<file path="config.mk">
export PLATFORM = sky130hd
export DESIGN_NAME = survivor_traceback
export DESIGN_NICKNAME = d
export VERILOG_FILES = /design/src/rtl/stb_pkg.sv /design/src/rtl/stb_pointer.sv /design/src/rtl/stb_lifo2.sv /design/src/rtl/survivor_traceback.sv
export SDC_FILE = /design/constraint.sdc
export NUM_CORES = 1
export LEC_CHECK = 0
export BUFFER_PORTS_ARGS = -buffer_cell sky130_fd_sc_hd__buf_2
export CORE_MARGIN = 2
export CORE_UTILIZATION = 25
export DETAILED_ROUTE_END_ITERATION = 10
export PLACE_DENSITY = 0.5
export RECOVER_POWER = 25
export REMOVE_ABC_BUFFERS = 1
export SYNTH_ARGS = -nofsm -noshare
export SYNTH_HDL_FRONTEND = slang
export SYNTH_SLANG_ARGS = --single-unit
</file>
<file path="constraint.sdc">
create_clock -name clk -period 2.2 [get_ports clk]
set_input_delay 0.11 -clock clk [delete_from_list [all_inputs] [get_ports clk]]
set_output_delay 0.11 -clock clk [all_outputs]
set_load 0.01 [all_outputs]
</file>
<file path="src/rtl/stb_pkg.sv">
package stb_pkg;
  typedef enum logic [1:0] {
    PH_IDLE   = 2'd0,
    PH_TRACE  = 2'd1,
    PH_DECODE = 2'd2
  } ptr_phase_e;
endpackage

</file>
<file path="src/rtl/stb_pointer.sv">
module stb_pointer #(
  parameter int V    = 2,
  parameter int T    = 8,
  parameter int C    = 4,
  parameter int COLS = 24
) (
  input  logic                              clk,
  input  logic                              rst_n,
  input  logic                              adv,
  input  logic                              start,
  input  logic [$clog2(COLS)-1:0]           start_col,
  input  logic [V-1:0]                      start_state,
  input  logic                              start_ok,
  output logic [$clog2(COLS)-1:0]           rd_col,
  input  logic [(1<<V)-1:0]                 rd_data,
  output logic                              bit_vld,
  output logic                              bit_val,
  output logic [((C>1)?$clog2(C):1)-1:0]    bit_idx,
  output logic                              done
);
  import stb_pkg::*;
  localparam int AW    = $clog2(COLS);
  localparam int DEPTH = T + C;
  localparam int CW    = $clog2(DEPTH);
  localparam int IW    = (C > 1) ? $clog2(C) : 1;

  ptr_phase_e     phase, phase_n;
  logic [AW-1:0]  col, col_n;
  logic [V-1:0]   state, state_n;
  logic [CW-1:0]  cnt, cnt_n;
  logic           ok, ok_n;
  logic [V-1:0]   pred;
  logic [CW-1:0]  rel;

  // predecessor: shift the state one place up, decision fills the LSB
  assign pred    = {state[V-2:0], rd_data[state]};
  assign rd_col  = col;
  assign rel     = cnt - CW'(T);
  assign bit_idx = rel[IW-1:0];
  assign bit_val = state[V-1];
  assign bit_vld = adv && ok && (phase == PH_DECODE);
  assign done    = bit_vld && (cnt == CW'(DEPTH - 1));

  always_comb begin
    phase_n = phase;
    col_n   = col;
    state_n = state;
    cnt_n   = cnt;
    ok_n    = ok;
    if (phase != PH_IDLE) begin
      col_n   = (col == '0) ? AW'(COLS - 1) : col - 1'b1;
      state_n = pred;
      cnt_n   = cnt + 1'b1;
      if (cnt == CW'(T - 1))     phase_n = PH_DECODE;
      if (cnt == CW'(DEPTH - 1)) phase_n = PH_IDLE;
    end
    if (start) begin
      phase_n = PH_TRACE;
      col_n   = start_col;
      state_n = start_state;
      cnt_n   = '0;
      ok_n    = start_ok;
    end
  end

  always_ff @(posedge clk or negedge rst_n) begin
    if (!rst_n) begin
      phase <= PH_IDLE;
      col   <= '0;
      state <= '0;
      cnt   <= '0;
      ok    <= 1'b0;
    end else if (adv) begin
      phase <= phase_n;
      col   <= col_n;
      state <= state_n;
      cnt   <= cnt_n;
      ok    <= ok_n;
    end
  end
endmodule

</file>
<file path="src/rtl/stb_lifo2.sv">
module stb_lifo2 #(
  parameter int C = 4
) (
  input  logic                            clk,
  input  logic                            rst_n,
  input  logic                            adv,
  input  logic                            push,
  input  logic [((C>1)?$clog2(C):1)-1:0]  push_idx,
  input  logic                            push_bit,
  input  logic                            swap,
  output logic                            out_vld,
  output logic                            out_bit
);
  localparam int IW = (C > 1) ? $clog2(C) : 1;

  logic [C-1:0]  stk [2];
  logic          fill_sel, fill_n;
  logic          draining, drain_n;
  logic [IW-1:0] dcnt, dcnt_n;
  logic          vld_n, bit_n;

  always_ff @(posedge clk) begin
    if (adv && push) stk[fill_sel][push_idx] <= push_bit;
  end

  always_comb begin
    fill_n  = fill_sel;
    drain_n = draining;
    dcnt_n  = dcnt;
    vld_n   = 1'b0;
    bit_n   = out_bit;
    if (draining) begin
      vld_n = 1'b1;
      bit_n = stk[~fill_sel][dcnt];
      if (dcnt == '0) drain_n = 1'b0;
      else            dcnt_n  = dcnt - 1'b1;
    end
    if (swap) begin
      fill_n  = ~fill_sel;
      drain_n = 1'b1;
      dcnt_n  = IW'(C - 1);
    end
  end

  always_ff @(posedge clk or negedge rst_n) begin
    if (!rst_n) begin
      fill_sel <= 1'b0;
      draining <= 1'b0;
      dcnt     <= '0;
      out_bit  <= 1'b0;
      out_vld  <= 1'b0;
    end else begin
      out_vld <= adv & vld_n;
      if (adv) begin
        fill_sel <= fill_n;
        draining <= drain_n;
        dcnt     <= dcnt_n;
        out_bit  <= bit_n;
      end
    end
  end
endmodule

</file>
<file path="src/rtl/survivor_traceback.sv">
module survivor_traceback #(
  parameter int V  = 2,
  parameter int T  = 8,
  parameter int K2 = 3
) (
  input  logic             clk,
  input  logic             rst_n,
  input  logic             col_vld,
  input  logic [(1<<V)-1:0] col_dec,
  input  logic [V-1:0]     best_state,
  output logic             out_vld,
  output logic             out_bit
);
  localparam int N     = 1 << V;
  localparam int C     = T / (K2 - 1);
  localparam int NB    = 2 * K2;
  localparam int COLS  = NB * C;
  localparam int AW    = $clog2(COLS);
  localparam int DEPTH = T + C;
  localparam int SW    = $clog2(DEPTH);
  localparam int IW    = (C > 1) ? $clog2(C) : 1;
  localparam int PW    = (K2 > 1) ? $clog2(K2) : 1;

  logic [N-1:0]  mem [COLS];
  logic [AW-1:0] wcol, wcol_n;
  logic [IW-1:0] cpos, cpos_n;
  logic [SW-1:0] seen, seen_n;
  logic [PW-1:0] psel, psel_n;
  logic          bank_end;

  logic [AW-1:0] ptr_col  [K2];
  logic [N-1:0]  ptr_data [K2];
  logic [K2-1:0] ptr_bit_vld, ptr_bit_val, ptr_done, ptr_start;
  logic [IW-1:0] ptr_idx  [K2];

  logic          push, push_bit, swap;
  logic [IW-1:0] push_idx;

  always_ff @(posedge clk) begin
    if (col_vld) mem[wcol] <= col_dec;
  end

  assign bank_end = (cpos == IW'(C - 1));

  always_comb begin
    wcol_n = (wcol == AW'(COLS - 1)) ? '0 : wcol + 1'b1;
    cpos_n = bank_end ? '0 : cpos + 1'b1;
    seen_n = (seen == SW'(DEPTH - 1)) ? seen : seen + 1'b1;
    psel_n = psel;
    if (bank_end) psel_n = (psel == PW'(K2 - 1)) ? '0 : psel + 1'b1;
  end

  always_ff @(posedge clk or negedge rst_n) begin
    if (!rst_n) begin
      wcol <= '0;
      cpos <= '0;
      seen <= '0;
      psel <= '0;
    end else if (col_vld) begin
      wcol <= wcol_n;
      cpos <= cpos_n;
      seen <= seen_n;
      psel <= psel_n;
    end
  end

  for (genvar p = 0; p < K2; p++) begin : g_ptr
    assign ptr_start[p] = col_vld && bank_end && (psel == PW'(p));
    assign ptr_data[p]  = mem[ptr_col[p]];
    stb_pointer #(.V(V), .T(T), .C(C), .COLS(COLS)) u_ptr (
      .clk         (clk),
      .rst_n       (rst_n),
      .adv         (col_vld),
      .start       (ptr_start[p]),
      .start_col   (wcol),
      .start_state (best_state),
      .start_ok    (seen == SW'(DEPTH - 1)),
      .rd_col      (ptr_col[p]),
      .rd_data     (ptr_data[p]),
      .bit_vld     (ptr_bit_vld[p]),
      .bit_val     (ptr_bit_val[p]),
      .bit_idx     (ptr_idx[p]),
      .done        (ptr_done[p])
    );
  end

  always_comb begin
    push_idx = '0;
    push_bit = 1'b0;
    for (int p = 0; p < K2; p++) begin
      if (ptr_bit_vld[p]) begin
        push_idx = ptr_idx[p];
        push_bit = ptr_bit_val[p];
      end
    end
  end

  assign push = |ptr_bit_vld;
  assign swap = |ptr_done;

  stb_lifo2 #(.C(C)) u_rev (
    .clk      (clk),
    .rst_n    (rst_n),
    .adv      (col_vld),
    .push     (push),
    .push_idx (push_idx),
    .push_bit (push_bit),
    .swap     (swap),
    .out_vld  (out_vld),
    .out_bit  (out_bit)
  );
endmodule

</file>
==> results of run 1 <==
## logic make-up (layout without fill, tap and decap cells)
kind of cell,after synthesis,in the layout
AO/OA/AOI/OAI,116,116
XOR/XNOR,14,14
adder cells (fa/ha/maj),13,13
buffers and inverters,67,132
flip-flops,165,165
multiplexers,104,104
AND/OR/NAND/NOR,231,231
## worst min-delay path by stage
stage	startpoint	end	cells after the start
final	col_vld	u_rev.draining$_DFFE_PN0P_	4
after floorplan	rst_n	cpos[0]$_DFFE_PN0P_	0
after global routing	col_vld	seen[3]$_DFFE_PN0P_	3
after detailed placement	rst_n	u_rev.out_bit$_DFFE_PN0P_	2
after CTS	col_vld	u_rev.draining$_DFFE_PN0P_	4
after global placement	rst_n	u_rev.out_vld$_DFF_PN0_	2
## flip-flops by register name, indices dropped and copies added (netlist names)
register,count
cpos,2
u_rev.out_bit,1
g_ptr.u_ptr.rd_col,15
g_ptr.u_ptr.phase,6
seen,4
u_rev.dcnt,2
g_ptr.u_ptr.ok,3
u_rev.stk,8
g_ptr.u_ptr.cnt,12
u_rev.draining,1
u_rev.out_vld,1
wcol,5
mem,96
psel,2
g_ptr.u_ptr.state,6
u_rev.fill_sel,1
## worst max-delay path, cell delays in order (launching register included)
cell and delay, ns:
dfrtp_2 0.44, buf_12 0.17, mux4_1 0.57, mux4_2 0.49, o22ai_1 0.15, or4_1 0.12, o31ai_1 0.06
## metal layers
| layer | GRT usage [%] | wire length, um | share of wire (%) |
|---|---|---|---|
| met5 | 0 | 0 | 0 |
| met4 | 4.55 | 581 | 2.3 |
| met3 | 2.98 | 1440 | 5.6 |
| met2 | 21.3 | 11700 | 46 |
| met1 | 19.0 | 11800 | 46 |
## power by group
| group | total (mW) | internal [mW] | leakage [nW] | switching, mW |
|---|---|---|---|---|
| Sequential | 4.90 | 3.90 | 1.67 | 0.994 |
| Combinational | 5.97 | 3.09 | 1.94 | 2.88 |
| Clock | 2.97 | 1.60 | 0.271 | 1.37 |
| Total | 13.8 | 8.60 | 3.88 | 5.25 |
## metrics by stage
stage	setup TNS, ns	hold WS (ns)	power (mW)	setup slack [ns]	instances
after global routing	-0.0218	0.100	14.6	-0.0176	1236
after global placement	-0.0629	0.170	10.5	-0.0629	1195
after floorplan	-1.87	-0.186	8.35	-0.418	660
final	0	0.0983	13.8	0.0742	1236
after detailed placement	-0.0175	0.160	10.6	-0.0175	1195
after CTS	0	0.0868	13.6	0.00151	1230
## cell type report
class | count | area [um^2] | area share [%]
sequential | 165 | 4650 | 43.2
inverter | 17 | 63.8 | 0.592
clock inverter | 13 | 139 | 1.29
clock buffer | 19 | 433 | 4.02
timing repair buffer | 83 | 723 | 6.71
multi-input combinational | 478 | 4190 | 38.9
tap | 461 | 577 | 5.35
## repair_timing
item	CTS	global route
pin swaps	0	2
setup buffers	0	4
hold buffers	3	0
gates cloned	0	2
endpoints found under the setup margin	1	5
resized for setup	1	15
hold endpoints to repair	64	0
## cells in the final DEF (no fill, tap or decap), drive strengths merged, types with 3 or more instances in the layout
cell	instances
ha	13
mux4	70
a211oi	3
o22ai	7
mux2	13
xnor2	9
edfxtp	104
nor2	58
nand4b	3
nand2b	5
o21ai	42
clkbuf	25
nor2b	8
a21o	3
or2	4
a221o	5
mux2i	21
clkinvlp	3
or3	3
nand3b	5
dlygate4sd3	3
a21oi	12
xor2	5
a31oi	10
o31a	4
a22oi	8
nor3	19
nor3b	6
dfrtp	61
o31ai	5
and3	3
nand4	14
nor4	5
a2111oi	3
buf	74
inv	24
nand3	19
nand2	71
==> flow_summary_export.csv, run 1 <==
group,metric,value,unit
status,outcome,"completed",
synth,synth_top_area_share,34.3,%
routing,routedWlPerCell,20.7,um
place,io_buffers,10,
setup_path,worstSetupEndpointType,"register",
timing,skew,0.0146,ns
place,placed_area,0.0100,mm^2
floorplan,ios,11,
power_and_ir_drop,power_density,1280,mW/mm^2
synth,ys_types,60,
power_and_ir_drop,p_leak,3.88,nW
routing,drc,0,
synth,synth.most_common_cell,"edfxtp_1",
synth,ys.warnings.count,0,
synth,synth_area_leaders,"edfxtp_1, dfrtp_1, mux4_2, nand2_1, mux4_1",
cells_and_area,design_area,0.0108,mm^2
routing,dr_total_vias,6368,
clocking,cts_buffer_depth,2,
setup_path,rr_endpoint,"g_ptr[1].u_ptr.state[0]$_DFFE_PN0P_",
setup_path,r2r-start,"g_ptr[1].u_ptr.rd_col[0]$_DFFE_PN0P_",
synth,syn_avg_cell_area,12.8,um^2
setup_path,r2r_setup_slack,0.07,ns
timing,drv_slew,0,
synth,synthSimpleGateAreaFrac,12.2,%
clocking,path_clk_slew,0.07,ns
routing,drt_iter0_drc,490,
timing,rsz0062_at_grt,"true",
cells_and_area,utilization,30.2,%
timing,worstMarginPinSlew,1.16,ns
synth,synthCells,710,
place,gp_congestion,0.899,
floorplan,fp.dieW,195,um
floorplan,initial_core_util,25.5,%
routing,via_per_inst,5.15,
synth,ys_ff_latch,165,
synth,synthAdderAreaFrac,1.79,%
floorplan,rows,69,
synth,synth-xor-area-share,1.35,%
flow_run,maxCapViolCount,0,
synth,synth_area,0.00911,mm^2
routing,dr.pass1.iters,8,
setup_path,path_max_fanout,11,
cells_and_area,n_fill_cell,3654,
synth,synth_top_family_by_area,"multiplexers",
global_routing,grt_pass1_vias,6255,
setup_path,cp.required,2.52,ns
synth,synthMuxAreaShare,21.6,%
synth,ys_seq_area_share,51.1,%
timing,timing.fmax,470,MHz
setup_path,startpoint,"g_ptr[1].u_ptr.rd_col[0]$_DFFE_PN0P_",
global_routing,overflow,0,
timing,setup_viol,0,
synth,synth-main-ff-cell,"edfxtp_1",
power_and_ir_drop,ir_drop,0.505,mV
clocking,cts_tree,"built",
setup_path,start_kind,"register",
setup_path,arrival,2.45,ns
clocking,clock-root-buffer,"clkbuf_16",
synth,synth_top_cell_by_area,"edfxtp_1",
setup_path,path_class,"register to register",
global_routing,antenna_found_initial,0,
global_routing,grt_pass1_wl,39.0,mm
clocking,numCtsBuffers,17,
synth,async_flop_share,37.0,%
clocking,cts_sinks,165,
timing,hold_viol_final,0,
floorplan,die_h,195,um
synth,yosys-top-cells-count,"edfxtp_1, nand2_1, dfrtp_1",
cells_and_area,num-nets-final,784,
routing,drtAntennaViolNets,0,
clocking,cts_max_level,4,
timing,finalCritPeriodShare,96.6,%
routing,wl,25.5,mm
cells_and_area,areaGrowthSynthToFinish,18.4,%
cells_and_area,num_antenna_cells,0,
synth,synth_compound_area_share,8.28,%
floorplan,design.die.area,0.0380,mm^2
hold_path,hold_class,"primary input to register",
global_routing,track_usage,13.7,%
setup_path,r2r_cells,6,
cells_and_area,drive_above_1_share,25.3,%
global_routing,grt_max_degree,62,
timing,min_period,2.13,ns
timing,relSlewSlack,22.4,%
setup_path,endpoint,"g_ptr[1].u_ptr.state[0]$_DFFE_PN0P_",
place,dp_hpwl,18.7,mm
clocking,clock_latency,0.45,ns
synth,synth_edf_count,104,
floorplan,core,0.0357,mm^2
(Power assumes the default switching activity.)
==> inputs of run 2 (changes only) <==
--- a/config.mk
+++ b/config.mk
@@ -11,7 +11,6 @@
 export DETAILED_ROUTE_END_ITERATION = 10
 export PLACE_DENSITY = 0.5
 export RECOVER_POWER = 25
-export REMOVE_ABC_BUFFERS = 1
 export SYNTH_ARGS = -nofsm -noshare
 export SYNTH_HDL_FRONTEND = slang
 export SYNTH_SLANG_ARGS = --single-unit
==> run 2 against run 1 <==
Effect of this change:
- worst hold slack worse by 0.089 ns
- cell count down 0.40%
- cell area is 0.85% lower
- non-clock buffer count is 5 lower
- die area stayed put
- largest cell class unchanged
- combinational power shrank 1%
- via count up 0.46%
- register-to-register slack about the same
- global-route usage fell by 0.052 points
- largest power group unchanged
- clock-buffer cell count shrank 1
- worst setup slack worse by 0.011 ns
==> flow_summary_export.csv, run 2 (synthesis gave the netlist of run 1 again) <==
group,metric,value,unit
cells_and_area,num-nets-final,779,
place,post-place-ws,-0.0174,ns
cells_and_area,utilization,29.9,%
timing,hold_viol_final,0,
global_routing,track_usage,13.7,%
timing,setup_viol,0,
clocking,clock_latency,0.44,ns
setup_path,cp.required,2.52,ns
cells_and_area,areaGrowthSynthToFinish,17.4,%
routing,dr.pass1.iters,5,
clocking,path_clk_slew,0.08,ns
floorplan,core,0.0357,mm^2
global_routing,grt_pass1_vias,6175,
cells_and_area,multi_input_area,0.00415,mm^2
timing,drv_slew,0,
routing,drt_iter0_drc,616,
routing,wl,25.8,mm
timing,skew,0.0147,ns
place,gp_congestion,0.844,
routing,drtAntennaViolNets,0,
cells_and_area,final_cell_mix,"edfxtp_1, nand2_1, mux4_2",
timing,min_period,2.14,ns
clocking,cts_tree,"built",
global_routing,grt_pass1_wl,39.2,mm
timing,finalCritPeriodShare,97.1,%
routing,dr_total_vias,6397,
cells_and_area,largest_reg_flops,96,
setup_path,worstSetupEndpointType,"register",
cells_and_area,design_area,0.0107,mm^2
timing,timing.fmax,468,MHz
cells_and_area,drive_above_1_share,24.5,%
clocking,cts_max_level,4,
status,outcome,"completed",
cells_and_area,num_antenna_cells,0,
synth,syn_nets,732,
place,dp_hpwl,19.0,mm
floorplan,ios,11,
power_and_ir_drop,p_leak,3.85,nW
setup_path,path_max_fanout,20,
flow_run,maxCapViolCount,0,
routing,via_per_inst,5.20,
clocking,clock-root-buffer,"clkbuf_16",
timing,worstMarginPinSlew,1.26,ns
routing,drc,0,
routing,routedWlPerCell,20.9,um
timing,setup_tns,0,ns
clocking,cts_sinks,165,
cells_and_area,regMostFlops,"mem",
timing,rsz0062_at_grt,"true",
power_and_ir_drop,ir_drop,0.744,mV
cells_and_area,ff_latch_area,0.00465,mm^2
setup_path,startpoint,"g_ptr[1].u_ptr.rd_col[0]$_DFFE_PN0P_",
global_routing,overflow,0,
hold_path,hold_class,"primary input to register",
floorplan,rows,69,
floorplan,fp.dieW,195,um
hold_path,hold_end,"g_ptr[0].u_ptr.state[0]$_DFFE_PN0P_",
setup_path,rr_endpoint,"g_ptr[1].u_ptr.state[0]$_DFFE_PN0P_",
clocking,cts_buffer_depth,2,
floorplan,design.die.area,0.0380,mm^2
timing,setup_ws,0.0630,ns
global_routing,grt_max_degree,37,
setup_path,r2r_cells,6,
hold_path,hold_depth,3,
timing,relSlewSlack,15.9,%
place,placed_area,0.0100,mm^2
setup_path,r2r_setup_slack,0.06,ns
setup_path,path_class,"register to register",
power_and_ir_drop,power_density,1270,mW/mm^2
setup_path,start_kind,"register",
cells_and_area,final_common_cell,"edfxtp_1",
power_and_ir_drop,p_total,13.6,mW
hold_path,holdCritStartpoint,"best_state[0]",
setup_path,r2r-start,"g_ptr[1].u_ptr.rd_col[0]$_DFFE_PN0P_",
clocking,numCtsBuffers,17,
setup_path,arrival,2.46,ns
cells_and_area,n_fill_cell,3661,
floorplan,initial_core_util,25.5,%
place,io_buffers,10,
floorplan,die_h,195,um
global_routing,antenna_found_initial,0,
run 2: cell count changes in the layout (fill, tap and decap cells not counted), sizes merged:
cell         change
clkinv           +5
bufinv           -1
clkinvlp         -1
buf              -4
clkbuf           -1
dlygate4sd3      -1
inv              -2
run 2: repair_timing:
item                                    CTS  global route
hold buffers                              2             0
cloned                                    0             2
endpoints found under the setup margin    1             6
hold endpoints to repair                 27             0
buffers inserted                          0             1
gates resized for setup                   1             8
run 2: per-stage QoR:
| step | std cells | hold WS [ns] |
|---|---|---|
| floorplan | 710 | -0.186 |
| global placement | 1194 | 0.183 |
| detailed placement | 1194 | 0.181 |
| CTS | 1228 | 0.00286 |
| global route | 1231 | 0.0224 |
| finish | 1231 | 0.00949 |
run 2: critical path: stages, from the launching register on:
cell     delay (ns)
dfrtp_1        0.39
buf_12         0.20
mux4_1         0.58
mux4_2         0.49
nor3_1         0.14
or4_1          0.14
o31ai_1        0.07
run 2: metal layers:
layer  part of all wire, %  up-vias  global-route usage, %
li1                      -     2867                      -
met4                   1.7        0                   4.33
met5                     0        -                      0
met3                   4.5       35                   2.19
met1                    46     3288                   18.8
met2                    48      207                   22.1
run 2: area by class of cell:
type / instances / share of cell area, %
repair buffers: 78 / 6.51
clock buffers: 18 / 4.02
inverters: 17 / 0.597
clock inverters: 14 / 1.15
well taps: 461 / 5.40
flip-flops and latches: 165 / 43.5
multi-input cells: 478 / 38.8
run 2: worst max path at each step:
stage,endpoint,slack [ns],depth (start not counted)
4_1_cts,g_ptr[1].u_ptr.state[0]$_DFFE_PN0P_,0.06,6
5_1_grt,g_ptr[1].u_ptr.state[0]$_DFFE_PN0P_,-0.02,6
2_1_floorplan,g_ptr[1].u_ptr.state[0]$_DFFE_PN0P_,0.20,7
3_3_place_gp,g_ptr[0].u_ptr.state[0]$_DFFE_PN0P_,-0.001,6
3_5_place_dp,g_ptr[0].u_ptr.state[0]$_DFFE_PN0P_,-0.02,6
6_report,g_ptr[1].u_ptr.state[0]$_DFFE_PN0P_,0.06,6
run 2: report_power, final:
part	internal (mW)	leakage, nW	total, mW	switching (mW)
sequential	3.90	1.67	4.86	0.959
clock	1.48	0.267	2.83	1.35
combinational	3.01	1.91	5.89	2.87
==> inputs of run 3 (changes only) <==
--- a/config.mk
+++ b/config.mk
@@ -8,6 +8,7 @@
 export BUFFER_PORTS_ARGS = -buffer_cell sky130_fd_sc_hd__buf_2
 export CORE_MARGIN = 2
 export CORE_UTILIZATION = 25
+export CTS_BUF_LIST = sky130_fd_sc_hd__clkbuf_4
 export DETAILED_ROUTE_END_ITERATION = 10
 export PLACE_DENSITY = 0.5
 export RECOVER_POWER = 25
==> run 3 against run 2 <==
Effect of this change:
- the flow now finishes with violations (capacitance limit, slew limit)
- sequential power about the same
- cell area down 2.2%
- clock-buffer cell count is the same
- sequential cell count stayed put
- first-iteration DRC count rose by 9.1%
- largest power group unchanged
==> flow_summary_export.csv, run 3 (synthesis gave the netlist of run 1 again) <==
group,metric,value,unit
clocking,clock-root-buffer,"clkbuf_4",
clocking,numCtsBuffers,17,
routing,wl,25.6,mm
timing,min_period,2.13,ns
setup_path,arrival,2.64,ns
status,violations,"capacitance limit, slew limit",
floorplan,ios,11,
flow_run,maxCapViolCount,1,
timing,rsz0062_at_grt,"true",
global_routing,overflow,0,
routing,dr_total_vias,6370,
clocking,cts_tree,"built",
timing,finalCritPeriodShare,96.9,%
setup_path,crit_family,"multiplexers",
cells_and_area,regMostFlops,"mem",
status,outcome,"finished, violations left",
setup_path,crit_chain,"buf_12, mux4_2, mux2_2, o21ai_1, and4_1, o31ai_1",
floorplan,rows,69,
global_routing,grt_pass1_vias,6224,
routing,dr.pass1.iters,5,
place,gp_congestion,0.844,
power_and_ir_drop,p_total,12.4,mW
floorplan,design.die.area,0.0380,mm^2
timing,skew,0.0358,ns
setup_path,path_max_fanout,18,
clocking,cts_sinks,165,
floorplan,core,0.0357,mm^2
setup_path,cp_slowest_cell,"mux4_2",
power_and_ir_drop,ir_drop,0.462,mV
global_routing,track_usage,13.6,%
place,numPlacedInstances,1194,
clocking,clock_latency,0.62,ns
routing,drtAntennaViolNets,0,
timing,setup_ws,0.0690,ns
power_and_ir_drop,p_leak,3.74,nW
routing,drc,0,
floorplan,fp.dieW,195,um
setup_path,max_stage_delay,0.52,ns
cells_and_area,drive_above_1_share,24.4,%
setup_path,path_class,"register to register",
setup_path,r2r_setup_slack,0.07,ns
cells_and_area,areaGrowthSynthToFinish,14.8,%
timing,setup_viol,0,
routing,routedWlPerCell,20.7,um
floorplan,die_h,195,um
clocking,cts_max_level,4,
setup_path,cp.required,2.71,ns
setup_path,start_kind,"register",
global_routing,grt_max_degree,37,
cells_and_area,final_cell_mix,"edfxtp_1, nand2_1, mux4_2",
routing,drt_iter0_drc,672,
timing,worstMarginPinSlew,1.61,ns
synth,syn_nets,732,
place,dp_hpwl,19.0,mm
hold_path,hold_class,"primary input to register",
place,post-place-ws,-0.0174,ns
global_routing,antenna_found_initial,1,
timing,hold_viol_final,0,
cells_and_area,final_common_cell,"edfxtp_1",
floorplan,initial_core_util,25.5,%
setup_path,path_buf_inv,1,
cells_and_area,fin_cells,1238,
routing,via_per_inst,5.15,
timing,drv_slew,26,
place,io_buffers,10,
global_routing,grt_pass1_wl,39.2,mm
timing,timing.fmax,469,MHz
cells_and_area,num-nets-final,785,
setup_path,worstSetupEndpointType,"register",
power_and_ir_drop,power_density,1190,mW/mm^2
clocking,path_clk_slew,0.15,ns
timing,setup_tns,0,ns
timing,relSlewSlack,-7.29,%
clocking,cts_buffer_depth,2,
cells_and_area,largest_reg_flops,96,
## run 3: what timing repair did
action                                  in CTS  in global routing
endpoints found under the hold margin      165                  0
cloned                                       0                  2
endpoints found under the setup margin       1                  6
hold buffers                                 8                  0
setup buffers                                0                  1
resized for setup                            1                  8
## run 3: final cells by class
type,instances,area (um^2)
antenna,1,2.50
clock buffer,18,135
clock inverter,14,123
fill,3699,25300
inverter,17,63.8
multi-input combinational,478,4150
sequential,165,4650
tap,461,577
timing repair buffer,84,754
## run 3: power by group
group	switching (mW)	leakage (nW)	internal (mW)	total, mW
sequential	0.955	1.67	3.89	4.85
clock	1.21	0.139	0.493	1.70
combinational	2.85	1.93	3.02	5.86
total	5.01	3.74	7.40	12.4
## run 3: worst register-to-register path, stage by stage, from the launching register on
cell	delay, ns
dfrtp_1	0.46
buf_12	0.20
mux4_2	0.53
mux2_2	0.28
o21ai_1	0.27
and4_1	0.24
o31ai_1	0.07
## run 3: metrics by stage
step	hold slack (ns)	utilization (%)	area (um^2)
final	0.344	29.3	10500
after global routing	0.330	29.3	10500
after CTS	0.0218	29.0	10400
after detailed placement	0.181	28.1	10000
after global placement	0.183	28.1	10000
after floorplan	-0.186	-	9110
## run 3: final timing paths
| path | depth (start not counted) | startpoint | end |
|---|---|---|---|
| min reg2reg | 2 | u_rev.draining$_DFFE_PN0P_ | u_rev.draining$_DFFE_PN0P_ |
| min | 4 | best_state[1] | g_ptr[0].u_ptr.state[1]$_DFFE_PN0P_ |
| min in group asynchronous | 2 | rst_n | u_rev.out_vld$_DFF_PN0_ |
| max reg2reg | 6 | g_ptr[0].u_ptr.rd_col[0]$_DFFE_PN0P_ | g_ptr[0].u_ptr.state[0]$_DFFE_PN0P_ |
| max in group asynchronous | 2 | rst_n | g_ptr[2].u_ptr.rd_col[0]$_DFFE_PN0P_ |
| max | 6 | g_ptr[0].u_ptr.rd_col[0]$_DFFE_PN0P_ | g_ptr[0].u_ptr.state[0]$_DFFE_PN0P_ |
## run 3: metal layers
metal	wire, um	vias up	GRT usage (%)
met3	1180	44	2.43
met4	566	0	4.98
met5	0	-	0
met1	11700	3265	18.6
met2	12200	185	21.7
li1	-	2876	-
